--- src/rtl/lcdc_pkg.sv ---
package lcdc_pkg;

    localparam int NUM_TIMING     = 4;
    localparam int PAL_IDX_W      = 7;
    localparam int PAL_FIRST_WORD = 128;
    localparam int ID_WORDS       = 8;

    localparam int CTRL_EN_BIT    = 0;
    localparam int CTRL_BGR_BIT   = 8;
    localparam int CTRL_BEB_BIT   = 9;
    localparam int CTRL_BEP_BIT   = 10;
    localparam int CTRL_PWR_BIT   = 11;

    typedef enum logic [3:0] {
        RS_NONE, RS_TIM0, RS_TIM1, RS_TIM2, RS_TIM3,
        RS_UPBASE, RS_LPBASE, RS_MASK, RS_CTRL,
        RS_RAW, RS_MASKED, RS_CLEAR, RS_UPCUR, RS_LPCUR,
        RS_PAL, RS_ID
    } reg_sel_e;

    typedef enum logic {
        INV_IDLE,
        INV_PULSE
    } inv_state_e;

    function automatic logic [7:0] id_byte(input logic alt, input logic [2:0] idx);
        logic [7:0] b;
        unique case (idx)
            3'd0:    b = alt ? 8'h11 : 8'h10;
            3'd1:    b = 8'h11;
            3'd2:    b = alt ? 8'h24 : 8'h04;
            3'd3:    b = 8'h00;
            3'd4:    b = 8'h0D;
            3'd5:    b = 8'hF0;
            3'd6:    b = 8'h05;
            default: b = 8'hB1;
        endcase
        return b;
    endfunction

endpackage

--- src/rtl/lcdc_decode.sv ---
module lcdc_decode
    import lcdc_pkg::*;
#(
    parameter int ADDR_W = 12
) (
    input  logic [ADDR_W-1:0]    addr_i,
    input  logic                 alt_i,
    output reg_sel_e             sel_o,
    output logic [PAL_IDX_W-1:0] pal_idx_o
);
    localparam int WORD_W        = ADDR_W - 2;
    localparam int ID_FIRST_WORD = (1 << WORD_W) - ID_WORDS;
    localparam int PAL_LAST_WORD = PAL_FIRST_WORD + (1 << PAL_IDX_W) - 1;

    logic [WORD_W-1:0] word;
    logic              unused_lo;

    assign word      = addr_i[ADDR_W-1:2];
    assign unused_lo = ^addr_i[1:0];
    assign pal_idx_o = addr_i[PAL_IDX_W+1:2];

    always_comb begin
        if (word >= WORD_W'(ID_FIRST_WORD)) begin
            sel_o = RS_ID;
        end else if (word >= WORD_W'(PAL_FIRST_WORD) && word <= WORD_W'(PAL_LAST_WORD)) begin
            sel_o = RS_PAL;
        end else begin
            unique case (word)
                WORD_W'(0):  sel_o = RS_TIM0;
                WORD_W'(1):  sel_o = RS_TIM1;
                WORD_W'(2):  sel_o = RS_TIM2;
                WORD_W'(3):  sel_o = RS_TIM3;
                WORD_W'(4):  sel_o = RS_UPBASE;
                WORD_W'(5):  sel_o = RS_LPBASE;
                WORD_W'(6):  sel_o = alt_i ? RS_CTRL : RS_MASK;
                WORD_W'(7):  sel_o = alt_i ? RS_MASK : RS_CTRL;
                WORD_W'(8):  sel_o = RS_RAW;
                WORD_W'(9):  sel_o = RS_MASKED;
                WORD_W'(10): sel_o = RS_CLEAR;
                WORD_W'(11): sel_o = RS_UPCUR;
                WORD_W'(12): sel_o = RS_LPCUR;
                default:     sel_o = RS_NONE;
            endcase
        end
    end
endmodule

--- src/rtl/lcdc_irq.sv ---
module lcdc_irq #(
    parameter int IRQ_W = 5
) (
    input  logic             clk,
    input  logic             rst_n,
    input  logic [IRQ_W-1:0] event_i,
    input  logic             mask_we,
    input  logic             clr_we,
    input  logic [IRQ_W-1:0] wdata_i,
    output logic [IRQ_W-1:0] raw_o,
    output logic [IRQ_W-1:0] mask_o,
    output logic [IRQ_W-1:0] masked_o,
    output logic             irq_o
);
    logic [IRQ_W-1:0] clr_bits;

    assign clr_bits = clr_we ? wdata_i : '0;

    always_ff @(posedge clk) begin
        if (!rst_n) begin
            raw_o  <= '0;
            mask_o <= '0;
        end else begin
            raw_o <= (raw_o & ~clr_bits) | event_i;
            if (mask_we) begin
                mask_o <= wdata_i;
            end
        end
    end

    assign masked_o = raw_o & mask_o;
    assign irq_o    = |masked_o;
endmodule

--- src/rtl/lcdc_geom.sv ---
module lcdc_geom #(
    parameter int COL_FIELD_W = 6,
    parameter int ROW_FIELD_W = 10
) (
    input  logic                   clk,
    input  logic                   rst_n,
    input  logic                   col_we,
    input  logic                   row_we,
    input  logic [COL_FIELD_W-1:0] col_field,
    input  logic [ROW_FIELD_W-1:0] row_field,
    output logic [COL_FIELD_W+4:0] cols_o,
    output logic [ROW_FIELD_W:0]   rows_o
);
    localparam int COL_W = COL_FIELD_W + 5;
    localparam int ROW_W = ROW_FIELD_W + 1;

    logic [COL_W-1:0] cols_d;
    logic [ROW_W-1:0] rows_d;

    // field counts groups of four pixels plus one group, times four
    assign cols_d = {(COL_W - 4)'({1'b0, col_field} + 1'b1), 4'b0000};
    assign rows_d = ROW_W'({1'b0, row_field} + 1'b1);

    always_ff @(posedge clk) begin
        if (!rst_n) begin
            cols_o <= '0;
            rows_o <= '0;
        end else begin
            if (col_we) cols_o <= cols_d;
            if (row_we) rows_o <= rows_d;
        end
    end
endmodule

--- src/rtl/lcdc_regfile.sv ---
module lcdc_regfile
    import lcdc_pkg::*;
#(
    parameter int ADDR_W      = 12,
    parameter int DATA_W      = 32,
    parameter int IRQ_W       = 5,
    parameter int COL_FIELD_W = 6,
    parameter int ROW_FIELD_W = 10
) (
    input  logic                   clk,
    input  logic                   rst_n,
    input  logic                   alt_layout,
    input  logic                   bus_sel,
    input  logic                   bus_wr,
    input  logic [ADDR_W-1:0]      bus_addr,
    input  logic [DATA_W-1:0]      bus_wdata,
    output logic [DATA_W-1:0]      bus_rdata,
    output logic                   pal_we,
    output logic [PAL_IDX_W-1:0]   pal_index,
    input  logic [DATA_W-1:0]      pal_rdata,
    input  logic [IRQ_W-1:0]       irq_event,
    output logic                   irq,
    output logic [COL_FIELD_W+4:0] disp_cols,
    output logic [ROW_FIELD_W:0]   disp_rows,
    output logic [2:0]             depth_code,
    output logic                   disp_enable,
    output logic                   pix_bgr,
    output logic                   be_bytes,
    output logic                   be_pixels,
    output logic [DATA_W-1:0]      upper_base,
    output logic [DATA_W-1:0]      lower_base,
    output logic                   invalidate
);
    reg_sel_e                acc_sel;
    logic                    wr_en;
    logic                    tim_hit;
    logic [NUM_TIMING-1:0]   tim_we;
    logic [DATA_W-1:0]       timing_q [NUM_TIMING];
    logic [DATA_W-1:0]       ctrl_q;
    logic [IRQ_W-1:0]        raw_q;
    logic [IRQ_W-1:0]        mask_q;
    logic [IRQ_W-1:0]        masked_q;
    logic [DATA_W-1:0]       rd_mux;
    inv_state_e              inv_state;
    inv_state_e              inv_next;

    lcdc_decode #(.ADDR_W(ADDR_W)) u_decode (
        .addr_i    (bus_addr),
        .alt_i     (alt_layout),
        .sel_o     (acc_sel),
        .pal_idx_o (pal_index)
    );

    assign wr_en   = bus_sel & bus_wr;
    assign pal_we  = wr_en & (acc_sel == RS_PAL);
    assign tim_hit = (acc_sel == RS_TIM0) || (acc_sel == RS_TIM1) ||
                     (acc_sel == RS_TIM2) || (acc_sel == RS_TIM3);

    for (genvar g = 0; g < NUM_TIMING; g++) begin : g_timing
        assign tim_we[g] = wr_en & tim_hit & (bus_addr[3:2] == 2'(g));
        always_ff @(posedge clk) begin
            if (!rst_n) begin
                timing_q[g] <= '0;
            end else if (tim_we[g]) begin
                timing_q[g] <= bus_wdata;
            end
        end
    end

    always_ff @(posedge clk) begin
        if (!rst_n) begin
            upper_base <= '0;
            lower_base <= '0;
            ctrl_q     <= '0;
        end else if (wr_en) begin
            if (acc_sel == RS_UPBASE) upper_base <= bus_wdata;
            if (acc_sel == RS_LPBASE) lower_base <= bus_wdata;
            if (acc_sel == RS_CTRL)   ctrl_q     <= bus_wdata;
        end
    end

    lcdc_irq #(.IRQ_W(IRQ_W)) u_irq (
        .clk      (clk),
        .rst_n    (rst_n),
        .event_i  (irq_event),
        .mask_we  (wr_en & (acc_sel == RS_MASK)),
        .clr_we   (wr_en & (acc_sel == RS_CLEAR)),
        .wdata_i  (bus_wdata[IRQ_W-1:0]),
        .raw_o    (raw_q),
        .mask_o   (mask_q),
        .masked_o (masked_q),
        .irq_o    (irq)
    );

    lcdc_geom #(.COL_FIELD_W(COL_FIELD_W), .ROW_FIELD_W(ROW_FIELD_W)) u_geom (
        .clk       (clk),
        .rst_n     (rst_n),
        .col_we    (tim_we[0]),
        .row_we    (tim_we[1]),
        .col_field (bus_wdata[COL_FIELD_W+1:2]),
        .row_field (bus_wdata[ROW_FIELD_W-1:0]),
        .cols_o    (disp_cols),
        .rows_o    (disp_rows)
    );

    assign depth_code  = ctrl_q[3:1];
    assign pix_bgr     = ctrl_q[CTRL_BGR_BIT];
    assign be_bytes    = ctrl_q[CTRL_BEB_BIT];
    assign be_pixels   = ctrl_q[CTRL_BEP_BIT];
    assign disp_enable = ctrl_q[CTRL_EN_BIT] & ctrl_q[CTRL_PWR_BIT];

    always_comb begin
        unique case (acc_sel)
            RS_TIM0:   rd_mux = timing_q[0];
            RS_TIM1:   rd_mux = timing_q[1];
            RS_TIM2:   rd_mux = timing_q[2];
            RS_TIM3:   rd_mux = timing_q[3];
            RS_UPBASE: rd_mux = upper_base;
            RS_LPBASE: rd_mux = lower_base;
            RS_MASK:   rd_mux = DATA_W'(mask_q);
            RS_CTRL:   rd_mux = ctrl_q;
            RS_RAW:    rd_mux = DATA_W'(raw_q);
            RS_MASKED: rd_mux = DATA_W'(masked_q);
            RS_CLEAR:  rd_mux = '0;
            RS_UPCUR:  rd_mux = upper_base;
            RS_LPCUR:  rd_mux = lower_base;
            RS_PAL:    rd_mux = pal_rdata;
            RS_ID:     rd_mux = DATA_W'(id_byte(alt_layout, bus_addr[4:2]));
            RS_NONE:   rd_mux = '0;
        endcase
    end

    assign bus_rdata = bus_sel ? rd_mux : '0;

    // invalidate machine: state register
    always_ff @(posedge clk) begin
        if (!rst_n) begin
            inv_state <= INV_IDLE;
        end else begin
            inv_state <= inv_next;
        end
    end

    // invalidate machine: next state and output
    always_comb begin
        unique case (inv_state)
            INV_IDLE:  inv_next = wr_en ? INV_PULSE : INV_IDLE;
            INV_PULSE: inv_next = wr_en ? INV_PULSE : INV_IDLE;
        endcase
        invalidate = (inv_state == INV_PULSE);
    end
endmodule

--- config.mk ---
export PLATFORM = sky130hd
export DESIGN_NAME = lcdc_regfile
export DESIGN_NICKNAME = d
export VERILOG_FILES = /design/src/rtl/lcdc_pkg.sv /design/src/rtl/lcdc_decode.sv /design/src/rtl/lcdc_irq.sv /design/src/rtl/lcdc_geom.sv /design/src/rtl/lcdc_regfile.sv
export SDC_FILE = /design/constraint.sdc
export NUM_CORES = 1
export LEC_CHECK = 0
export CORE_MARGIN = 5
export CORE_UTILIZATION = 32
export DETAILED_ROUTE_END_ITERATION = 6
export GPL_TIMING_DRIVEN = 1
export PLACE_DENSITY_LB_ADDON = 0.2
export SETUP_SLACK_MARGIN = 0.5
export SLEW_MARGIN = 40
export SYNTH_ARGS = -nofsm -noshare
export SYNTH_HDL_FRONTEND = slang
export SYNTH_SLANG_ARGS = --single-unit
--- constraint.sdc ---
create_clock -name clk -period 5.1 [get_ports clk]
set_input_delay 0.51 -clock clk [delete_from_list [all_inputs] [get_ports clk]]
set_output_delay 0.51 -clock clk [all_outputs]
set_load 0.02 [all_outputs]
==> impl_results.html <==
<table>
<tr><th>Metric</th><th>Value</th></tr>
<tr><th colspan="2">GRT</th></tr>
<tr><td>Global-route congestion overflow total</td><td>0</td></tr>
<tr><td>Via count of the first global-routing pass</td><td>~10000</td></tr>
<tr><td>Tot GR Track Use</td><td>0.209</td></tr>
<tr><td>Met1 demand-to-capacity share in global routing</td><td>0.284</td></tr>
<tr><td>Grt peak-use layer</td><td>met2</td></tr>
<tr><td>Met3 track demand over resource in global routing</td><td>0.0324</td></tr>
<tr><td>Number of antenna violations at the first check in global routing</td><td>1</td></tr>
<tr><td>First-pass GRT wire length</td><td>66500 um</td></tr>
<tr><td>Maximum number of pins on one net before global-route repair</td><td>84</td></tr>
<tr><td>Met2 Use GR</td><td>0.350</td></tr>
<tr><th colspan="2">Cells and area</th></tr>
<tr><td>Reg area</td><td>approximately 6300 um^2</td></tr>
<tr><td>Count of fill cells added during filler insertion</td><td>approximately 3500</td></tr>
<tr><td>Proportion of layout cells with a drive suffix above 1</td><td>0.0830</td></tr>
<tr><td>Area occupied by multi-input gates</td><td>5110 um^2</td></tr>
<tr><td>Top library cells by usage in the layout, fill and taps aside</td><td>clkdlybuf4s50_1, nand2_1, edfxtp_1</td></tr>
<tr><td>Post-layout nets</td><td>about 1400</td></tr>
<tr><td>Synth-to-Final Area Change</td><td>29.8%</td></tr>
<tr><td>Post-route non-filler standard cell count</td><td>1830</td></tr>
<tr><td>Commonest non-fill, non-tap cell in the layout</td><td>clkdlybuf4s50_1</td></tr>
<tr><td>Final core occ</td><td>0.423</td></tr>
<tr><th colspan="2">Clock tree</th></tr>
<tr><td>Post-CTS Setup Repair Bufs</td><td>0</td></tr>
<tr><td>Number of buffers inserted for hold repair after clock tree synthesis</td><td>0</td></tr>
<tr><td>TritonCTS clock tree</td><td>built</td></tr>
<tr><td>Sinks on the clock net</td><td>about 250</td></tr>
<tr><td>Number of buffers inserted during clock tree synthesis</td><td>30</td></tr>
<tr><td>Maximum count of clock buffers along a single path</td><td>3</td></tr>
<tr><td>Number of gates resized after CTS</td><td>0</td></tr>
<tr><td>Root buffer cell</td><td>clkbuf_16</td></tr>
<tr><td>Reg clk slew, reported paths</td><td>roughly 0.060 ns</td></tr>
<tr><td>Total number of H-tree levels</td><td>1</td></tr>
<tr><td>Insertion delay of the later-clocked pin in the worst-skew pair</td><td>0.54 ns</td></tr>
<tr><th colspan="2">Setup path</th></tr>
<tr><td>Most prevalent standard cell on the critical path</td><td>clkdlybuf4s50_1</td></tr>
<tr><td>Worst reg2reg endpoint</td><td>u_irq.raw_o[4]</td></tr>
<tr><td>Delay of the slowest cell on the worst path</td><td>0.68 ns</td></tr>
<tr><td>Number of buffers and inverters on the critical path</td><td>3</td></tr>
<tr><td>Critical setup path kind</td><td>in2out</td></tr>
<tr><td>Slowest cell on crit path</td><td>clkdlybuf4s50_1</td></tr>
<tr><td>Cell chain of the critical path</td><td>clkdlybuf4s50_1 &gt; buf_4 &gt; nand3b_1 &gt; nor4_1 &gt; o21ai_0 &gt; a31oi_1 &gt; clkdlybuf4s50_1</td></tr>
<tr><td>Critical Path RT</td><td>approximately 4.6 ns</td></tr>
<tr><td>Register-to-register setup slack</td><td>between 4 and 5 ns</td></tr>
<tr><td>Type of element capturing the critical path</td><td>primary output</td></tr>
<tr><td>Number of cells traversed by the worst register-to-register path</td><td>2</td></tr>
<tr><td>Worst Setup Start Kind</td><td>input port</td></tr>
<tr><td>Launching point of the worst reg2reg path</td><td>u_irq.raw_o[4]</td></tr>
<tr><td>Critical path's top delay family</td><td>buffers and inverters</td></tr>
<tr><td>Max Fanout on Critical Path</td><td>19</td></tr>
<tr><td>Worst endpoint data arrival time</td><td>between 3 and 4 ns</td></tr>
<tr><th colspan="2">Timing</th></tr>
<tr><td>Worst hold slack</td><td>~0.4 ns</td></tr>
<tr><td>Normalized max-slew margin</td><td>0.451</td></tr>
<tr><td>Endpoints failing setup</td><td>0</td></tr>
<tr><td>Worst Tran Pin Value</td><td>roughly 0.82 ns</td></tr>
<tr><td>Highest attainable clock frequency</td><td>between 200 and 250 MHz</td></tr>
<tr><td>Final sum of negative setup slack</td><td>0 ns</td></tr>
<tr><td>Time the worst path needs with I/O delays and setup</td><td>~4.2 ns</td></tr>
<tr><td>Pins Over Slew Limit</td><td>0</td></tr>
<tr><td>RSZ-0062 raised after global routing</td><td>false</td></tr>
<tr><td>Count of endpoints failing hold in the final timing report</td><td>0</td></tr>
<tr><td>Post-route clock period utilization</td><td>0.832</td></tr>
<tr><td>Skew final</td><td>0 ns</td></tr>
<tr><th colspan="2">Power</th></tr>
<tr><td>Switching Share</td><td>0.234</td></tr>
<tr><td>Total power draw</td><td>~4.6 mW</td></tr>
<tr><td>Switching power summed over all nets</td><td>1.07 mW</td></tr>
<tr><td>Standby leakage power</td><td>5.18 nW</td></tr>
<tr><td>Peak ir drop on the vdd network</td><td>about 0.25 mV</td></tr>
<tr><td>Total power per unit cell area</td><td>~300 nW/um^2</td></tr>
<tr><td>Sequential share of power</td><td>0.481</td></tr>
<tr><td>Clock network fraction of design power</td><td>0.449</td></tr>
<tr><td>Internal power contribution</td><td>about 3.5 mW</td></tr>
<tr><td>Combinational Power Share</td><td>0.071</td></tr>
<tr><th colspan="2">Synthesis</th></tr>
<tr><td>Xor and xnor fraction of the mapped netlist area</td><td>0.0110</td></tr>
<tr><td>Share of cell area taken by muxes after synthesis</td><td>0.00587</td></tr>
<tr><td>Fraction of the mapped netlist area in compound gates</td><td>0.214</td></tr>
<tr><td>Most frequently used flop master after synthesis</td><td>edfxtp_1</td></tr>
<tr><td>Share of flip-flops with an asynchronous set or reset</td><td>0</td></tr>
<tr><td>Number of enable-type register cells in the synthesized netlist</td><td>roughly 130</td></tr>
<tr><td>Synthesis-stage register bit count</td><td>253</td></tr>
<tr><td>Number of distinct library cell variants in the gate-level netlist after synthesis</td><td>61</td></tr>
<tr><td>Combinational family with the most area after synthesis</td><td>compound AO/OA/AOI/OAI gates</td></tr>
<tr><td>Average instance area after synthesis</td><td>just over 10 um^2</td></tr>
<tr><td>Adder-Cell Fraction of Synth Area</td><td>0.00209</td></tr>
<tr><td>Sequential element share of the synthesized area</td><td>0.531</td></tr>
<tr><td>Synthesized instance count</td><td>approximately 1200</td></tr>
<tr><td>Mapped cell area</td><td>roughly 12000 um^2</td></tr>
<tr><td>Basic-gate share of the synthesized area counting and, or, nand and nor cells</td><td>0.185</td></tr>
<tr><td>Yosys synthesis warning count</td><td>0</td></tr>
<tr><th colspan="2">Routing</th></tr>
<tr><td># DRC</td><td>0</td></tr>
<tr><td>Number of violations reported at the end of detailed-routing iteration 0</td><td>~1000</td></tr>
<tr><td>Antenna Nets Post-Route</td><td>0</td></tr>
<tr><td>WL/cell</td><td>between 20 and 25 um</td></tr>
<tr><td>Overall via count from detail_route</td><td>10100</td></tr>
<tr><td>Ratio of routed vias to standard cells</td><td>5.51</td></tr>
<tr><td>First-pass iteration count of the detailed router</td><td>6</td></tr>
<tr><td>Total Routed Length</td><td>around 45000 um</td></tr>
<tr><th colspan="2">Worst hold path</th></tr>
<tr><td>Critical hold path startpoint</td><td>rst_n</td></tr>
<tr><td>HP Class</td><td>in2reg</td></tr>
<tr><td>End point of the most critical hold path</td><td>ctrl_q[3]</td></tr>
<tr><td>Cells on Worst Hold Path</td><td>2</td></tr>
<tr><th colspan="2">Floorplanning</th></tr>
<tr><td>Initial cell density of the core</td><td>0.326</td></tr>
<tr><td>Die width</td><td>around 200 um</td></tr>
<tr><td>Core area</td><td>between 30000 and 40000 um^2</td></tr>
<tr><td>Die Footprint</td><td>between 40000 and 50000 um^2</td></tr>
<tr><td>Die Span Y</td><td>roughly 200 um</td></tr>
<tr><td>Number of placement rows</td><td>70</td></tr>
<tr><td>Total I/O pin count</td><td>221</td></tr>
<tr><th colspan="2">Placement</th></tr>
<tr><td>Total instance count after detailed placement</td><td>around 1800</td></tr>
<tr><td>Post-DP HPWL</td><td>between 20000 and 30000 um</td></tr>
<tr><td>Port Buf Inserts</td><td>around 210</td></tr>
<tr><td>Weighted congestion reported at the end of routability-driven placement</td><td>~0.84</td></tr>
<tr><th colspan="2">Job</th></tr>
<tr><td>Number of maximum-capacitance violations</td><td>0</td></tr>
<tr><th colspan="2">Run status</th></tr>
<tr><td>Outcome</td><td>completed</td></tr>
</table>
[layer usage]
layer  part of all wire  wire length [um]
met5                  0                 0
met3              0.078              3490
met4              0.022               966
met2               0.48             21400
met1               0.42             18800
[cells by family (layout without fill, tap and decap cells)]
group,count (synthesis),count (layout)
xor gates and xnor gates,15,15
and+or+nand+nor,430,430
muxes,7,7
other,1,5
AOI/OAI and AO/OA,336,336
DFF,253,253
buffers and inverters,126,314
adders and majority gates,2,2
[Yosys cell counts (4+ instances only)]
cell type | count | share of area
mux2i_1 | 7 | 0.0059
buf_4 | 18 | 0.011
clkbuf_2 | 6 | 0.0025
buf_2 | 23 | 0.0096
o21ai_0 | 41 | 0.017
a32oi_1 | 4 | 0.0029
xnor2_1 | 7 | 0.0051
nand2_1 | 212 | 0.067
inv_1 | 6 | 0.0019
nor2_1 | 14 | 0.0044
nor2b_1 | 8 | 0.0042
xor2_1 | 8 | 0.0059
nand2b_1 | 4 | 0.0021
a22oi_1 | 6 | 0.0038
a221oi_1 | 27 | 0.020
and2_1 | 124 | 0.065
nand4_1 | 5 | 0.0026
dfxtp_1 | 125 | 0.21
clkbuf_1 | 66 | 0.021
nor3_1 | 10 | 0.0042
a21oi_1 | 29 | 0.012
and3_1 | 14 | 0.0073
a222oi_1 | 27 | 0.023
a22o_1 | 66 | 0.048
a31oi_1 | 9 | 0.0047
nand3_1 | 8 | 0.0034
edfxtp_1 | 128 | 0.32
a21boi_1 | 44 | 0.028
o21a_1 | 6 | 0.0038
buf_1 | 4 | 0.0013
a21boi_0 | 58 | 0.036
a32o_1 | 6 | 0.0050
nor4_1 | 6 | 0.0031
[area by class of cell]
class	count	share of cell area
Clock inverter	15	0.00637
Timing Repair Buffer	252	0.161
Multi-Input combinational cell	794	0.329
Antenna cell	1	0.000161
Clock buffer	41	0.0544
Sequential cell	253	0.409
Tap cell	468	0.0378
Inverter	6	0.00161
[registers in the layout (all words and copies together), names as in the netlist]
| name | count |
|---|---|
| ctrl_q | 32 |
| timing_q | 128 |
| lower_base | 32 |
| u_geom.cols_o | 7 |
| u_irq.raw_o | 5 |
| u_geom.rows_o | 11 |
| u_irq.mask_o | 5 |
| upper_base | 32 |
| invalidate | 1 |
[stage by stage]
step / worst slack (ns) / area [um^2]
floorplan: 0.990 / 12000
global placement: 0.944 / 14500
detailed placement: 0.913 / 14600
CTS: 0.922 / 15500
global route: 0.690 / 15500
finish: 0.855 / 15500
[power groups by stage]
stage / combinational [mW] / clock (mW) / sequential, mW
after floorplan: 0.146 / 0 / 2.24
after global placement: 0.323 / 0 / 2.25
after detailed placement: 0.324 / 0 / 2.25
after CTS: 0.325 / 2.10 / 2.20
after global routing: 0.345 / 2.18 / 2.21
final: 0.323 / 2.06 / 2.20
[worst reg2reg max path, cell delays in order, from the launching register on]
cell and delay, ns:
dfxtp_1 0.36, a21boi_0 0.15, o21a_1 0.21
[worst max-delay path by stage]
stage / to / startpoint / cells past startpoint / slack [ns]
finish: bus_rdata[0] / bus_addr[3] / 7 / 0.85
global route: bus_rdata[0] / bus_addr[3] / 7 / 0.69
CTS: bus_rdata[0] / bus_addr[3] / 7 / 0.92
detailed placement: bus_rdata[0] / bus_addr[3] / 7 / 0.91
global placement: bus_rdata[23] / bus_addr[2] / 9 / 0.94
floorplan: timing_q[3][0] / bus_addr[2] / 5 / 0.99
No activity file was read; power rests on OpenSTA's default activity.
